`src/rtl/wiper_bank_pkg.sv`:
```
// Shared operation codes for the wiper register bank.
// Assumes a 3-bit opcode field on the host command port.
package wiper_bank_pkg;
    typedef enum logic [2:0] {
        OP_RD_WIPER = 3'd0,
        OP_WR_WIPER = 3'd1,
        OP_RD_DATA  = 3'd2,
        OP_WR_DATA  = 3'd3,
        OP_XFER     = 3'd4,
        OP_SAVE     = 3'd5,
        OP_RSV6     = 3'd6,
        OP_RSV7     = 3'd7
    } op_e;
endpackage

```
`src/rtl/wiper_chan_regs.sv`:
```
// One channel: a wiper register plus NDREG stored registers.
// Executes write, transfer and save when selected. Exposes the wiper and
// the stored register addressed by reg_idx. Assumes sel is already qualified
// by cmd_valid and the channel match.
module wiper_chan_regs
    import wiper_bank_pkg::*;
#(
    parameter int WW    = 8,
    parameter int NDREG = 4,
    parameter logic [WW-1:0] DEF_DATA = 'h80,
    localparam int RW = $clog2(NDREG)
) (
    input  logic          clk,
    input  logic          rst_n,
    input  logic          sel,
    input  op_e           op,
    input  logic [RW-1:0] reg_idx,
    input  logic [WW-1:0] wdata,
    output logic [WW-1:0] wiper,
    output logic [WW-1:0] dval
);
    logic [WW-1:0] store_q [NDREG];

    // Register update: reset defaults, then the selected command.
    always_ff @(posedge clk) begin
        if (!rst_n) begin
            for (int i = 0; i < NDREG; i++) store_q[i] <= DEF_DATA;
            wiper <= DEF_DATA;  // same as the reset value of stored register 0
        end else if (sel) begin
            case (op)
                OP_WR_WIPER: wiper <= wdata;
                OP_WR_DATA:  store_q[reg_idx] <= wdata;
                OP_XFER:     wiper <= store_q[reg_idx];
                OP_SAVE:     store_q[reg_idx] <= wiper;
                default: ;
            endcase
        end
    end

    // Read path for the addressed stored register.
    assign dval = store_q[reg_idx];
endmodule

```
`src/rtl/wiper_tap_decode.sv`:
```
// Decodes a WW-bit position into a 2**WW one-hot enable vector.
// Purely combinational, so it follows the wiper register on the same edge.
module wiper_tap_decode #(
    parameter int WW = 8,
    localparam int NTAP = 1 << WW
) (
    input  logic [WW-1:0]   code,
    output logic [NTAP-1:0] onehot
);
    // One comparator per tap position.
    for (genvar t = 0; t < NTAP; t++) begin : g_tap
        assign onehot[t] = (code == WW'(t));
    end
endmodule

```
`src/rtl/wiper_bank.sv`:
```
// Top of the wiper register bank: NCH channels of position and stored
// registers, a one-hot decoder per channel, and a registered host response.
// Assumes one command per cycle from the serial front end.
module wiper_bank
    import wiper_bank_pkg::*;
#(
    parameter int NCH   = 4,
    parameter int NDREG = 4,
    parameter int WW    = 8,
    parameter logic [WW-1:0] DEF_DATA = 'h80,
    localparam int CHW  = $clog2(NCH),
    localparam int RW   = $clog2(NDREG),
    localparam int NTAP = 1 << WW
) (
    input  logic                clk,
    input  logic                rst_n,
    input  logic                cmd_valid,
    input  logic [CHW-1:0]      cmd_chan,
    input  logic [RW-1:0]       cmd_reg,
    input  logic [2:0]          cmd_op,
    input  logic [WW-1:0]       cmd_wdata,
    output logic                rd_valid,
    output logic [WW-1:0]       rd_data,
    output logic                nv_req,
    output logic [NCH*NTAP-1:0] tap_en
);
    op_e           op;
    logic [WW-1:0] wiper_w [NCH];
    logic [WW-1:0] dval_w  [NCH];
    logic          is_read;
    logic          is_store;

    assign op = op_e'(cmd_op);

    // One register set and decoder per channel.
    for (genvar g = 0; g < NCH; g++) begin : g_chan
        wiper_chan_regs #(
            .WW(WW), .NDREG(NDREG), .DEF_DATA(DEF_DATA)
        ) regs_i (
            .clk     (clk),
            .rst_n   (rst_n),
            .sel     (cmd_valid && (cmd_chan == CHW'(g))),
            .op      (op),
            .reg_idx (cmd_reg),
            .wdata   (cmd_wdata),
            .wiper   (wiper_w[g]),
            .dval    (dval_w[g])
        );

        wiper_tap_decode #(.WW(WW)) dec_i (
            .code   (wiper_w[g]),
            .onehot (tap_en[g*NTAP +: NTAP])
        );
    end

    // Command class flags for the response stage.
    assign is_read  = cmd_valid && (op == OP_RD_WIPER || op == OP_RD_DATA);
    assign is_store = cmd_valid && (op == OP_WR_DATA || op == OP_SAVE);

    // Registered read response and nonvolatile write request.
    always_ff @(posedge clk) begin
        if (!rst_n) begin
            rd_valid <= 1'b0;
            rd_data  <= '0;
            nv_req   <= 1'b0;
        end else begin
            rd_valid <= is_read;
            nv_req   <= is_store;
            if (is_read)
                rd_data <= (op == OP_RD_WIPER) ? wiper_w[cmd_chan] : dval_w[cmd_chan];
        end
    end
endmodule

```
`config.mk`:
```
export PLATFORM = sky130hd
export DESIGN_NAME = wiper_bank
export DESIGN_NICKNAME = d
export VERILOG_FILES = /design/src/rtl/wiper_bank_pkg.sv /design/src/rtl/wiper_chan_regs.sv /design/src/rtl/wiper_tap_decode.sv /design/src/rtl/wiper_bank.sv
export SDC_FILE = /design/constraint.sdc
export NUM_CORES = 1
export LEC_CHECK = 0
export BUFFER_PORTS_ARGS = -buffer_cell sky130_fd_sc_hd__buf_4
export CELL_PAD_IN_SITES_DETAIL_PLACEMENT = 1
export CELL_PAD_IN_SITES_GLOBAL_PLACEMENT = 1
export CORE_AREA = 2 2 406 408
export DETAILED_ROUTE_END_ITERATION = 10
export DIE_AREA = 0 0 408 410
export PLACE_DENSITY = 0.45
export SKIP_LAST_GASP = 1
export SLEW_MARGIN = 20
export SYNTH_ARGS = -nofsm -noshare
export SYNTH_HDL_FRONTEND = slang
export SYNTH_SLANG_ARGS = --single-unit
```
`constraint.sdc`:
```
create_clock -name clk -period 6.6 [get_ports clk]
set_clock_uncertainty 0.15 [all_clocks]
set_input_delay 0.99 -clock clk [delete_from_list [all_inputs] [get_ports clk]]
set_output_delay 0.99 -clock clk [all_outputs]
set_load 0.02 [all_outputs]
```
Word-level counts from Yosys, hierarchy flattened
Memory sizes are Yosys's and may differ from the RTL's.
Index checks and enable logic that the tools add are counted.
{"block": "classes", "order_cmp": 1, "eq_ne": 1028, "n_mux": 54, "bitwise_logic": 5, "n_reduce_logical": 23}
{"cell": "== test 8 bit, second input constant", "count": 512}
{"cell": "== test 8 x 7 -> 1 bit, second input constant", "count": 256}
{"cell": "== test 8 x 6 -> 1 bit, second input constant", "count": 128}
{"cell": "== test 8 x 5 -> 1 bit, second input constant", "count": 64}
{"cell": "== test 8 x 4 -> 1 bit, second input constant", "count": 32}
{"cell": "== test 8 x 3 -> 1 bit, second input constant", "count": 16}
{"cell": "two-way mux 8 bit", "count": 13}
{"cell": "== test 8 x 2 -> 1 bit, second input constant", "count": 8}
{"cell": "case mux 8 bit (2 select lines)", "count": 4}
{"cell": "binary-select mux 8 bit (select 2 bit)", "count": 2}
{"cell": "== test 8 x 1 -> 1 bit, second input constant", "count": 4}
{"cell": "zero test 8 bit", "count": 4}
{"cell": "OR reduction 8 bit", "count": 4}
{"cell": "two-way mux 1 bit", "count": 31}
{"cell": "two-way mux 2 bit", "count": 4}
{"cell": "AND reduction 2 bit", "count": 4}
{"cell": "== test 3 x 2 -> 1 bit, second input constant", "count": 2}
{"cell": "== test 3 bit, second input constant", "count": 2}
{"cell": "logical AND 1 bit", "count": 6}
{"cell": "== test 2 bit, second input constant", "count": 2}
{"cell": "bitwise OR 1 bit", "count": 4}
{"cell": "== test 3 x 1 -> 1 bit, second input constant", "count": 1}
{"cell": ">= comparator 3 bit, second input constant", "count": 1}
{"cell": "zero test 3 bit", "count": 1}
{"cell": "other kinds (5)", "count": 6}
{"block": "word_totals", "ff_bits": 42, "ram_bits": 128, "out_inout_bits": 1034, "wordCells": 1122, "n_memories": 4}
{"memory": "g_chan[0].regs_i.store_q", "words": 4, "word_bits": 8, "read_ports": 1, "rd_ports_with_merged_regs": 0, "write_ports": 4, "line": "wiper_chan_regs.sv:22", "text": "logic [WW-1:0] store_q [NDREG];"}
{"memory": "g_chan[1].regs_i.store_q", "words": 4, "word_bits": 8, "read_ports": 1, "rd_ports_with_merged_regs": 0, "write_ports": 4, "line": "wiper_chan_regs.sv:22"}
{"memory": "g_chan[2].regs_i.store_q", "words": 4, "word_bits": 8, "read_ports": 1, "rd_ports_with_merged_regs": 0, "write_ports": 4, "line": "wiper_chan_regs.sv:22"}
{"memory": "g_chan[3].regs_i.store_q", "words": 4, "word_bits": 8, "read_ports": 1, "rd_ports_with_merged_regs": 0, "write_ports": 4, "line": "wiper_chan_regs.sv:22"}

Depth between registers and ports, before layout
{"block": "depth", "depth_word": 8, "depth_mapped": 8, "mapped_depth_nobuf": 4}

Hierarchy
From an unflattened synthesis, not the netlist that was laid out.
{"block": "hier_totals", "cells_unflattened": 2100, "area_unflattened_um2": 15467.3}
{"mod": "wiper_chan_regs", "n_inst": 4, "cells_each": 158, "area_each_um2": 1913.1, "seq_area_each_um2": 1121.1}
{"mod": "wiper_tap_decode", "n_inst": 4, "cells_each": 350, "area_each_um2": 1754.2, "seq_area_each_um2": 0.0}
{"mod": "wiper_bank", "n_inst": 1, "cells_each": 68, "area_each_um2": 798.3, "seq_area_each_um2": 200.2}

Least setup slack after synthesis
OpenSTA, ideal clock, no wires.
{"block": "synth_path", "path_kind": "input to register", "startpoint": "in cmd_reg[0]", "endpoint": "mem g_chan[0].regs_i.store_q[3][0], enable pin", "setup_ns": 0.384, "arrival_time_ns": 2.472, "required_time_ns": 6.066, "path_slack_ns": 3.594, "path_stages": 5, "n_path_buf": 3, "cell_sequence": "buf_2 buf_1 clkbuf_1 nand2_1 o21ai_0"}
{"element": "from (decl)", "line": "wiper_bank.sv:19", "text": "input logic [RW-1:0] cmd_reg,"}
{"element": "to (decl)", "line": "wiper_chan_regs.sv:22"}

Final worst setup path
{"block": "layout_path", "startpoint": "reg g_chan[2].regs_i.wiper[5]", "endpoint": "out tap_en[702]"}
{"block": "layout_via", "elab_chain_cells": 1}
{"element": "from (decl)", "line": "wiper_chan_regs.sv:19", "text": "output logic [WW-1:0] wiper,"}
{"element": "from (signal assigned)", "line": "wiper_chan_regs.sv:31", "text": "OP_WR_WIPER: wiper <= wdata;"}
{"element": "from (signal assigned)", "line": "wiper_chan_regs.sv:33", "text": "OP_XFER: wiper <= store_q[reg_idx];"}
{"element": "== test 8 bit", "line": "wiper_tap_decode.sv:12", "text": "assign onehot[t] = (code == WW'(t));"}
{"element": "to (decl)", "line": "wiper_bank.sv:25", "text": "output logic [NCH*NTAP-1:0] tap_en"}
Every way passes these cells.

==> impl_metrics.py <==
metrics = {
    "synthesis": {
        "synth_fp_nets": 2134,
        "yosys_warnings": 0,
        "muxShareOfSynthArea": 0.0990,
        "yosys-top-cells-area": "nor2_1 (31%), edfxtp_1 (28%), mux4_2 (6.5%)",
        "synth_compound_area_frac": 0.0718,
        "synth_commonest_cells": "nor2_1 (1166), clkbuf_1 (179), nand2_1 (161)",
        "synthAdderAreaFrac": 0,
        "synth-xor-area-share": 0.00234,
        "async_flop_share": 0,
        "post-synth-top-count-cell": "nor2_1",
        "synth.largest_area_cell": "nor2_1",
        "avgSynthCellArea_um2": 6.57,
        "synthFlopType": "edfxtp_1",
        "synth-simple-area-share": 0.425,
        "syn_area_mm2": 0.0139,
        "synth_top_area_share": 0.315,
        "synth_seq_area_share": 0.337,
        "synth_edf_count": 128,
        "syn_inst": 2116,
        "synth-seq-cells": 170,
        "synth_cell_types": 49,
        "synth_top_family_by_area": "simple AND/OR/NAND/NOR gates",
    },
    "route": {
        "routed-via-count": 19365,
        "via_per_inst": 3.70,
        "dr.pass1.iters": 5,
        "avgRoutedWirePerCell_um": 23.4,
        "dr.first_iter.drc_count": 2015,
        "ant_nets": 0,
        "drt-total-wl_mm": 123,
        "remaining_drc_errors": 0,
    },
    "cts": {
        "clkSinkCount": 170,
        "cts-buffers-inserted": 17,
        "htreeDepth": 4,
        "cts_buffer_depth": 2,
        "cts_setup_buffers": 0,
        "path_clk_slew_ns": 0.08,
        "post_cts_resized": 0,
        "clock_latency_ns": 0.45,
        "cts_hold_buf": 0,
        "cts_tree": "done",
        "clockRootBuffer": "clkbuf_16",
    },
    "grt": {
        "antenna_found_initial": 8,
        "grt_usage": 0.135,
        "first_global_vias": 17394,
        "use_met3": 0.0234,
        "grt.met2_usage": 0.223,
        "overflow": 0,
        "grt_first_pass_wirelength_mm": 161,
        "met1_usage": 0.186,
        "grt-busiest-layer": "met2",
        "grt_max_degree": 58,
    },
    "cells_and_area": {
        "area_growth_pct": 77.1,
        "nNetsFinal": 3036,
        "final_cell_area_mm2": 0.0246,
        "drive_above_1_share": 0.391,
        "nFillCells": 20052,
    },
    "power": {
        "p_int_mw": 1.88,
        "power.switching_uw": 818,
        "totalPowerFinal_mw": 2.69,
        "power-per-cell-area_mw_per_mm2": 109,
        "swShare": 0.304,
        "p_leak_nw": 9.95,
        "power_frac_comb": 0.145,
        "power_frac_clock": 0.386,
        "sequentialPowerShare": 0.469,
        "vdd_drop_max_uv": 172,
    },
    "placed_design": {
        "place_area_mm2": 0.0240,
        "io_buffers": 1051,
        "place_hpwl_mm": 98.3,
        "place_congestion": 0.850,
    },
    "floorplanning": {
        "fp.coreArea_mm2": 0.163,
        "die_x_um": 408,
        "die-area_mm2": 0.167,
        "die_h_um": 410,
        "row_count": 149,
        "initial_core_util": 0.0850,
        "io_pins": 1052,
    },
    "sta": {
        "max_slew_margin": 0.179,
        "max_freq_ghz": 0.240,
        "slew_viol_final": 0,
        "worstMarginPinSlew_ns": 1.23,
        "hold_viol": 0,
        "setup_tns_ns": 0,
        "period_needed_ns": 4.17,
        "setup-violations-final": 0,
        "holdWs_ns": 0.375,
        "rsz0062_at_grt": "no",
        "period_share": 0.632,
    },
    "min_path": {
        "hp-class": "register to register",
    },
    "setup_path": {
        "cp_data_required_time_ns": 5.46,
        "start_kind": "register",
        "critical_path_arrival_ns": 3.03,
        "crit_type": "register to output port",
        "cp_max_fo": 16,
        "worst_setup_path_end_kind": "output port",
    },
    "status": {
        "outcome": "finished clean",
    },
    "run": {
        "maxCapViolCount": 0,
    },
}
==> power groups by stage <==
stage | sequential [mW] | clock [mW] | combinational, mW
2_1_floorplan | 1.24 | 0 | 0.244
3_3_place_gp | 1.28 | 0 | 0.388
3_5_place_dp | 1.28 | 0 | 0.389
4_1_cts | 1.26 | 1.05 | 0.389
5_1_grt | 1.26 | 1.10 | 0.414
6_report | 1.26 | 1.04 | 0.391
==> layout by cell type, fill, tap and decap left out, drive strengths merged, types with 4 or more instances in the layout <==
cell,instances
clkinv,4
diode,11
nand4,8
nor2,1169
o22ai,11
dfxtp,42
nor2b,38
nand2,161
inv,11
a22oi,11
a21boi,7
a2111oi,5
a31oi,28
nor3b,5
mux2i,44
clkbuf,22
nand2b,5
nand3,73
edfxtp,128
a211oi,4
mux4,40
a21oi,27
nor3,10
a41oi,4
buf,1093
o21ai,50
==> logic make-up (layout without fill, tap and decap cells) <==
family,Yosys count,in the layout
AOI/OAI and AO/OA,161,161
xor gates and xnor gates,2,2
buffers and inverters,215,1130
DFF,170,170
muxes,87,87
other,0,11
and+or+nand+nor,1481,1481
==> state kept, by name, summed over array words and instances (netlist names) <==
register / count
g_chan.regs_i.store_q: 128
g_chan.regs_i.wiper: 32
rd_data: 8
nv_req: 1
rd_valid: 1
==> per-layer routing <==
layer,part of all wire,vias up
met5,0.00044,-
met4,0.015,8
met3,0.069,79
met2,0.47,851
met1,0.44,9756
li1,-,8671
==> path summary, 6_finish.rpt <==
path	to	cells after the start	slack (ns)	start
hold reg to reg	rd_data[0]	2	0.38	rd_data[0]
hold / removal	rd_data[0]	2	0.38	rd_data[0]
setup reg to reg	rd_data[2]	3	4.60	g_chan[2].regs_i.store_q[3][2]
setup / recovery	tap_en[702]	4	2.43	g_chan[2].regs_i.wiper[5]
==> worst max-delay path: stages, from the launching register on <==
cell     delay (ns)
dfxtp_1        0.70
nor2b_1        0.39
nand3_1        0.93
nor2_1         0.35
buf_4          0.19
==> cell type report <==
cell class,count,area (um2),area share
multi-input combinational,1731,8340,0.339
inverter,5,18.8,0.000763
sequential,170,4680,0.190
antenna,11,27.5,0.00112
clock buffer,22,518,0.0211
timing repair buffer,1093,8210,0.333
clock inverter,10,75.1,0.00305
tap,2189,2740,0.111
==> through the flow <==
step | cells | util | setup WS (ns)
floorplan | 2116 | - | 3.59
global placement | 5188 | 0.147 | 2.35
detailed placement | 5188 | 0.147 | 2.25
CTS | 5220 | 0.150 | 2.44
global route | 5220 | 0.150 | 2.30
finish | 5231 | 0.151 | 2.43
No activity file was read; power rests on OpenSTA's default activity.
